**src/rtl/beep_pkg.sv**
```systemverilog
package beep_pkg;

  typedef enum logic [1:0] {
    RATE_FULL  = 2'b00,
    RATE_HALF  = 2'b01,
    RATE_DIV32 = 2'b10
  } rate_code_e;

  localparam int unsigned SHIFT_HALF  = 1;
  localparam int unsigned SHIFT_DIV32 = 5;

  // Tap displacement for a given clock rate code
  function automatic int unsigned rate_shift(logic [1:0] code);
    case (code)
      RATE_HALF:  return SHIFT_HALF;
      RATE_DIV32: return SHIFT_DIV32;
      default:    return 0;
    endcase
  endfunction

endpackage

```
**src/rtl/beep_regs.sv**
```systemverilog
module beep_regs #(
  parameter int DATA_W = 32,
  parameter int SEL_LO = 10,
  parameter int SEL_HI = 18,
  localparam int FIELD_W = SEL_HI - SEL_LO + 1
) (
  input  logic               clk,
  input  logic               rst,
  input  logic               wr_en,
  input  logic               wr_addr,
  input  logic [DATA_W-1:0]  wr_data,
  output logic               en_q,
  output logic [FIELD_W-1:0] sel_q
);

  always_ff @(posedge clk) begin
    if (rst) begin
      en_q  <= 1'b0;
      sel_q <= '0;
    end else if (wr_en) begin
      if (wr_addr) sel_q <= wr_data[SEL_HI:SEL_LO];
      else         en_q  <= wr_data[0];
    end
  end

endmodule

```
**src/rtl/beep_free_counter.sv**
```systemverilog
module beep_free_counter #(
  parameter int CNT_W = 19
) (
  input  logic             clk,
  input  logic             rst,
  output logic [CNT_W-1:0] cnt
);

  logic phase_q;

  // phase_q halves the rate: the count moves on every second clock
  always_ff @(posedge clk) begin
    if (rst) begin
      phase_q <= 1'b0;
      cnt     <= '0;
    end else begin
      phase_q <= ~phase_q;
      if (phase_q) cnt <= cnt + 1'b1;
    end
  end

endmodule

```
**src/rtl/beep_tap_select.sv**
```systemverilog
module beep_tap_select
  import beep_pkg::*;
#(
  parameter int SEL_LO  = 10,
  parameter int FIELD_W = 9,
  parameter int CNT_W   = 19,
  parameter int IDX_W   = 5
) (
  input  logic [FIELD_W-1:0] sel_field,
  input  logic [1:0]         rate_code,
  output logic [IDX_W-1:0]   tap_idx,
  output logic               tap_valid
);

  logic [FIELD_W-1:0] lowest_hot;

  // Isolate the lowest set bit of the select field
  generate
    for (genvar g = 0; g < FIELD_W; g++) begin : g_low
      if (g == 0) begin : g_first
        assign lowest_hot[g] = sel_field[g];
      end else begin : g_rest
        assign lowest_hot[g] = sel_field[g] & ~(|sel_field[g-1:0]);
      end
    end
  endgenerate

  always_comb begin
    int pos;
    int tap;
    pos = 0;
    for (int i = 0; i < FIELD_W; i++) begin
      if (lowest_hot[i]) pos = SEL_LO + i;
    end
    tap = pos - int'(rate_shift(rate_code));
    if (tap < 0) tap = 0;
    if (tap > CNT_W - 1) tap = CNT_W - 1;
    tap_idx   = IDX_W'(tap);
    tap_valid = |sel_field;
  end

endmodule

```
**src/rtl/beep_tone_gen.sv**
```systemverilog
module beep_tone_gen #(
  parameter int DATA_W = 32,
  parameter int SEL_LO = 10,
  parameter int SEL_HI = 18
) (
  input  logic              clk,
  input  logic              rst,
  input  logic              wr_en,
  input  logic              wr_addr,
  input  logic [DATA_W-1:0] wr_data,
  input  logic [1:0]        freq_code,
  output logic              beep_o
);

  localparam int FIELD_W = SEL_HI - SEL_LO + 1;
  localparam int CNT_W   = SEL_HI + 1;
  localparam int IDX_W   = $clog2(CNT_W);

  logic               en_q;
  logic [FIELD_W-1:0] sel_q;
  logic [CNT_W-1:0]   cnt;
  logic [IDX_W-1:0]   tap_idx;
  logic               tap_valid;

  beep_regs #(
    .DATA_W(DATA_W), .SEL_LO(SEL_LO), .SEL_HI(SEL_HI)
  ) u_regs (
    .clk(clk), .rst(rst), .wr_en(wr_en), .wr_addr(wr_addr),
    .wr_data(wr_data), .en_q(en_q), .sel_q(sel_q)
  );

  beep_free_counter #(.CNT_W(CNT_W)) u_cnt (
    .clk(clk), .rst(rst), .cnt(cnt)
  );

  beep_tap_select #(
    .SEL_LO(SEL_LO), .FIELD_W(FIELD_W), .CNT_W(CNT_W), .IDX_W(IDX_W)
  ) u_tap (
    .sel_field(sel_q), .rate_code(freq_code),
    .tap_idx(tap_idx), .tap_valid(tap_valid)
  );

  always_ff @(posedge clk) begin
    if (rst) beep_o <= 1'b0;
    else     beep_o <= en_q & tap_valid & cnt[tap_idx];
  end

endmodule

```
**config.mk**
```make
export PLATFORM = sky130hd
export DESIGN_NAME = beep_tone_gen
export DESIGN_NICKNAME = d
export VERILOG_FILES = /design/src/rtl/beep_pkg.sv /design/src/rtl/beep_regs.sv /design/src/rtl/beep_free_counter.sv /design/src/rtl/beep_tap_select.sv /design/src/rtl/beep_tone_gen.sv
export SDC_FILE = /design/constraint.sdc
export NUM_CORES = 1
export LEC_CHECK = 0
export BUFFER_PORTS_ARGS = -buffer_cell sky130_fd_sc_hd__buf_2
export CELL_PAD_IN_SITES_DETAIL_PLACEMENT = 0
export CELL_PAD_IN_SITES_GLOBAL_PLACEMENT = 1
export CORE_ASPECT_RATIO = 0.7
export CORE_MARGIN = 1
export CORE_UTILIZATION = 27
export DETAILED_ROUTE_END_ITERATION = 12
export GPL_TIMING_DRIVEN = 1
export PLACE_DENSITY_LB_ADDON = 0.2
export SKIP_CTS_REPAIR_TIMING = 1
export SYNTH_ARGS = -nofsm -noshare
export SYNTH_HDL_FRONTEND = slang
export SYNTH_SLANG_ARGS = --single-unit
```
**constraint.sdc**
```tcl
create_clock -name clk -period 4.6 [get_ports clk]
set_input_delay 0.46 -clock clk [delete_from_list [all_inputs] [get_ports clk]]
set_output_delay 0.46 -clock clk [all_outputs]
set_load 0.01 [all_outputs]
```
== Word-level counts from Yosys, hierarchy flattened ==
Cells that the tools add are included.

* Add/sub/neg operators: 2
* Multipliers: 0
* Div/mod/pow operators: 0
* Order comparisons: 3
* Equality and inequality tests: 2
* Shift-type cells: 0
* Mux-type cells: 14
* Bitwise gates (word level): 20
* Reductions and logical operators: 10

{| class="wikitable"
|+ Operators with widths
! operator !! count
|-
| $mux 32 || 9
|-
| $gt 32x6->1 const B || 1
|-
| $lt 32x1->1 const B || 1
|-
| $sub 32x4->32 || 1
|-
| $add 19x1->19 const B || 1
|-
| $and 1x1->1 || 10
|-
| $not 1->1 || 10
|-
| $reduce_or 9->1 || 1
|-
| $reduce_or 8->1 || 1
|-
| $reduce_or 7->1 || 1
|-
| $lt 5x6->1 const B || 1
|-
| $pmux 3 s2 || 1
|-
| $reduce_or 6->1 || 1
|-
| $bmux 1 s5 || 1
|-
| $mux 5 || 1
|-
| $reduce_or 5->1 || 1
|-
| $mux 4 || 1
|-
| $reduce_and 2->1 || 2
|-
| $reduce_or 4->1 || 1
|-
| $reduce_or 3->1 || 1
|-
| $eq 2x1->1 const B || 1
|-
| $eq 2x2->1 const B || 1
|-
| $reduce_or 2->1 || 1
|-
| $mux 1 || 1
|}

* Register bits: 31
* Latch bits: 0
* RAM bits: 0
* Memory bits (read-only): 0
* Input port bits: 38
* Output and inout bits: 1
* Memories: 0

== Depth between registers and ports, before layout ==
* Depth after elaboration: 18
* Depth in mapped cells: 18
* Depth with buffers taken out: 18

== Modules after synthesis ==
From an unflattened synthesis, not the netlist that was laid out.

* Cell total of the unflattened synthesis: 220
* Area, all modules: 1,976.9 um^2

{| class="wikitable"
|+ Modules (own cells, without submodules)
! module !! instances !! cells an instance !! area an instance (um^2)
|-
| beep_free_counter || 1 || 100 || 907.1
|-
| beep_regs || 1 || 46 || 465.4
|-
| beep_tap_select || 1 || 57 || 384.1
|-
| beep_tone_gen || 1 || 17 || 220.2
|}

== Worst setup path before layout ==
OpenSTA, ideal clock, no wires.

* Path kind: register to register
* Start point: register u_regs.sel_q[0]
* End point: register beep_o
* Library setup time: 0.116 ns
* Arrival time: 3.226 ns
* Required time: 4.484 ns
* Slack: 1.258 ns
* Cell stages (with the launch flop): 12
* Path buffers: 0
* Clock period less this slack: 3.342 ns
* Path through: dfxtp_1 nor4_2 a21oi_1 o22ai_1 ha_1 or3b_4 a221o_1 o211a_1 o41a_4 o21a_1 a2111o_1 and4_1

* Longest elaborated chain between the ends: 18
* Elaborated cells between the ends (all ways): 42
* Classes of those cells: add/sub (1); order compare (2); mux (13); bitwise (18); reduce/logical (8)

{| class="wikitable"
|+ Ends and longest elaborated chain
! element !! RTL line !! text
|-
| start, declared || beep_regs.sv:13 || <nowiki>output logic [FIELD_W-1:0] sel_q</nowiki>
|-
| start signal, assigned || beep_regs.sv:21 || <nowiki>if (wr_addr) sel_q <= wr_data[SEL_HI:SEL_LO];</nowiki>
|-
| $not 1->1 or $reduce_or 2->1 (tied branches) || beep_tap_select.sv:23 || <nowiki>assign lowest_hot[g] = sel_field[g] & ~(|sel_field[g-1:0]);</nowiki>
|-
| $and 1x1->1 or $not 1->1 (tied branches) || beep_tap_select.sv:23 ||
|-
| $mux 32 or $and 1x1->1 (tied branches) || beep_tap_select.sv:33, beep_tap_select.sv:23 ||
|-
| $mux 32 (7 in series) || beep_tap_select.sv:33 || <nowiki>if (lowest_hot[i]) pos = SEL_LO + i;</nowiki>
|-
| $sub 32x4->32 || beep_tap_select.sv:35 || <nowiki>tap = pos - int'(rate_shift(rate_code));</nowiki>
|-
| $lt 32x1->1 || beep_tap_select.sv:36 || <nowiki>if (tap < 0) tap = 0;</nowiki>
|-
| $mux 32 || beep_tap_select.sv:36 ||
|-
| $gt 32x6->1 || beep_tap_select.sv:37 || <nowiki>if (tap > CNT_W - 1) tap = CNT_W - 1;</nowiki>
|-
| $mux 5 || beep_tap_select.sv:37 ||
|-
| $bmux 1 s5 || beep_tone_gen.sv:45 || <nowiki>else beep_o <= en_q & tap_valid & cnt[tap_idx];</nowiki>
|-
| $mux 1 (implied by the code) || beep_tone_gen.sv:45 ||
|-
| $and 1x1->1 * || beep_tone_gen.sv:45 ||
|-
| end signal, assigned || beep_tone_gen.sv:45 ||
|-
| end, declared || beep_tone_gen.sv:12 || <nowiki>output logic beep_o</nowiki>
|}

Mark *: on every way between the ends. The rest lies on a longest branch, timed or not. The select of a mux whose other input is x is not followed.
A chain may end at the register's enable or synchronous reset.

== Worst setup path in the final report ==
Same ends and word-level chain as after synthesis.

==> results <==
- From left edge to right edge, the die measures 99.1 um.
- The total global routing overflow is 0.
- The max-slew violation total from the final report came to 0.
- The insertion delay to the later sink of the worst-skew pair is ~280 ps.
- On the worst path, the slowest cell contributes a delay of 490 ps.
- Across the run, the number of max-cap violations was 0.
- Setup repair after global routing left no endpoint under its margin.
- The multi-input combinational cells in the finished layout cover a total of 1110 um^2.
- The number of antenna violations at the first check in global routing is 0.
- The overall power is 0.000754 W.
- The worst path in the final design needs a cycle of between 3000 and 4000 ps, including I/O delays and setup.
- STA classifies the critical path startpoint as a register.
- During placement, the flow inserted port buffers numbering 16.
- From synthesis to final layout, the design area changed by 14.8%.
- The top cell type's share of synthesized area is 34.8%.
- The post-route setup TNS is 0 ps.
- The detailed-route DRC error count is 0.
- The post-route fraction of the period consumed by the critical path is 80.8%.
- The type of the tightest min-delay check is input pin to register.
- In this run the cell area of the synthesized design comes to around 1800 um^2.
- The die is 70.0 um tall.
- The maximum vdd drop is 0.000147 V.
- The number of global-route vias before repair was 1428.
- Counting every sink on the clock net gives 31.
- The number of H-tree levels is 2.
- Summed over all nets, the half-perimeter wirelength after detailed placement is 3150 um.
- The combined global-route utilization of all metal layers is 13.2%.
- The number of detailed-route iterations in the first pass is 4.
- Ranked by total cell area, the synthesized netlist is headed by dfxtp_1 35%, nor2_1 7.8%, xor2_1 6.9%.
- Routability-driven placement finished with a final weighted congestion of 0.789.
- The startpoint-to-endpoint class of the critical path is register to register.
- The number of inserted diodes is 0.
- The via total after detailed routing is 1543.
- The sequential element share of the synthesized area is 34.8%.
- The warning count from the yosys run is 0.
- For this design the top-level I/O count stands at 39.
- The most common flop cell mapped by yosys is dfxtp_1.
- Summed over all layers, the routed wires come to 4160 um.
- The max-slew headroom at the worst pin is between 60% and 70%.
- The slowest library cell on the worst path is nor4_2.
- The total area of sequential cells is 621 um^2.
- Leaving out fill and tap cells, the most frequent cell in the layout is nor2_1.
- The critical path goes through nor4_2 > a21oi_1 > o22ai_1 > ha_1 > or3b_4 > a221o_1 > a21oi_2 > nor2_1 > o41a_4 > o21a_1 > a2111o_1 > and4_1.
- The maximum buffer depth of the clock tree is 2.
- dfxtp_1 takes more of the synthesized area than any other cell.
- At the worst endpoint, the arrival time is about 3900 ps.
- Hold is met by 417 ps.
- The via count normalized by instance count is approximately 5.
- The effective utilization at floorplan is around 28%.
- The largest net degree at the start of global routing is 32.
- The post-CTS clock slew at the launch and capture registers of the worst setup and hold paths is 70 ps.
- The transition time of the tightest slew-check pin is 562 ps.
- The final net count is 282.
- In this run the worst path has a maximum fanout of 9.
- After synthesis, the share of flip-flops with an asynchronous set or reset is 0%.
- For the worst setup path, the data required time is 4770 ps.
- The endpoint kind of the worst setup timing path is a register.
- The floorplan die area is 6930 um^2.
- The floorplan row count is 24.
- Counting every instance in the synthesized netlist gives 222.
- The tree is rooted in a clkbuf_8.
- The ratio of cells with drive above 1 in the final layout is 13.0%.
- Based on the critical path, the design can be clocked at up to 269 MHz.
- The hold violation count in the final report is 0.
- The first global-routing pass estimated 7130 um of wire.
- Buffers inserted during clock tree synthesis total 5.
- The synthesized netlist contains between 40 and 50 unique library cells.
- The synthesized design contains 31 register bits.
- The number of enable-type register cells in the synthesized netlist is 0.
- The final number of setup-violating endpoints is 0.
- In the final routed layout, each cell accounts on average for around 13 um.
- The post-route antenna net violation count is 0.
- The flow ran to the end, and the final reports show no timing, DRC or antenna violations.
- Clock skew on the completed layout was measured at 2.96 ps.
- The power density over cell area is 368 nW/um^2.
- TritonCTS built the clock tree.
- After synthesis, the mean cell area works out to between 8 and 9 um^2.
- The post-synthesis net count is 266.
- The core region is about 6300 um^2.
- Leaving out fill and tap cells, the most frequent cells in the layout are 37 x nor2_1, 31 x dfxtp_1, 23 x nand2_1.
- The filler cells instantiated in the layout total roughly 700.
- Summed over all cells, the static leakage comes to 0.797 nW.
- After the first detailed-routing iteration, the DRC count stood at 65.
-- cell usage after synthesis, types with 2 or more instances --
library cell / number
and3_1: 3
nand3b_1: 2
nor2_1: 37
nand3_1: 14
nor2b_1: 3
xnor2_1: 3
xor2_1: 14
nand4_1: 4
a21oi_1: 14
nor3_1: 5
or3_1: 2
o21a_1: 2
clkbuf_1: 7
nand2_1: 23
o21ai_0: 6
ha_1: 6
dfxtp_1: 31
and2_1: 2
a21boi_0: 2
inv_1: 7
mux2i_1: 5
and4_1: 2
o21bai_1: 2
-- registers in the layout (all words and copies together) (netlist names) --
register / count
beep_o: 1
u_cnt.cnt: 19
u_regs.sel_q: 9
u_regs.en_q: 1
u_cnt.phase_q: 1
-- path summary, 6_finish.rpt --
check | start | to | slack (ps) | depth (start not counted)
max reg2reg | u_regs.sel_q[0] | beep_o | 880 | 12
min | wr_data[0] | u_regs.en_q | 420 | 3
max | u_regs.sel_q[0] | beep_o | 880 | 12
min reg2reg | u_regs.sel_q[8] | u_regs.sel_q[8] | 500 | 2
-- worst max-delay path, delay by kind of cell, from the launching register on --
| kind | cells | cell delay [ps] |
|---|---|---|
| simple gates | 4 | 1250 |
| flops | 1 | 370 |
| fa+ha+maj | 1 | 200 |
| compound gates | 7 | 1780 |
-- cells by family after synthesis --
logic type                 share of synthesized area (%)
and+or+nand+nor                                     28.5
buffers and inverters                               2.95
muxes                                               2.81
DFF                                                 34.8
xor gates and xnor gates                            8.36
AOI/OAI and AO/OA                                   18.3
adders and majority gates                           4.21
-- area by class of cell --
type	count	area share, %
repair buffers	16	3.91
inverters	7	1.28
flip-flops and latches	31	30.3
well taps	78	4.77
multi-input cells	177	54.2
clock inverters	3	2.14
clock buffers	5	3.36
-- power by group --
group / total [W] / leakage (nW) / internal (W) / switching [W]
clock: 0.000265 / 0.0581 / 0.000161 / 0.000104
combinational: 0.000205 / 0.488 / 0.0000886 / 0.000117
sequential: 0.000284 / 0.252 / 0.000275 / 0.00000888
total: 0.000754 / 0.797 / 0.000525 / 0.000229
-- per-stage QoR --
stage	utilization, %	area [um^2]	cells	setup slack [ps]
floorplan	-	1780	222	1260
global placement	30.7	1930	309	900
detailed placement	30.7	1930	309	913
CTS	32.4	2050	317	894
global route	32.4	2050	317	669
finish	32.4	2050	317	883
-- routing by layer --
metal	track usage, %	part of all wire, %
met3	3.00	5.2
met4	4.90	1.4
met2	15.6	33
met1	21.7	60
met5	0	0
Power figures use the tool's default switching activity.
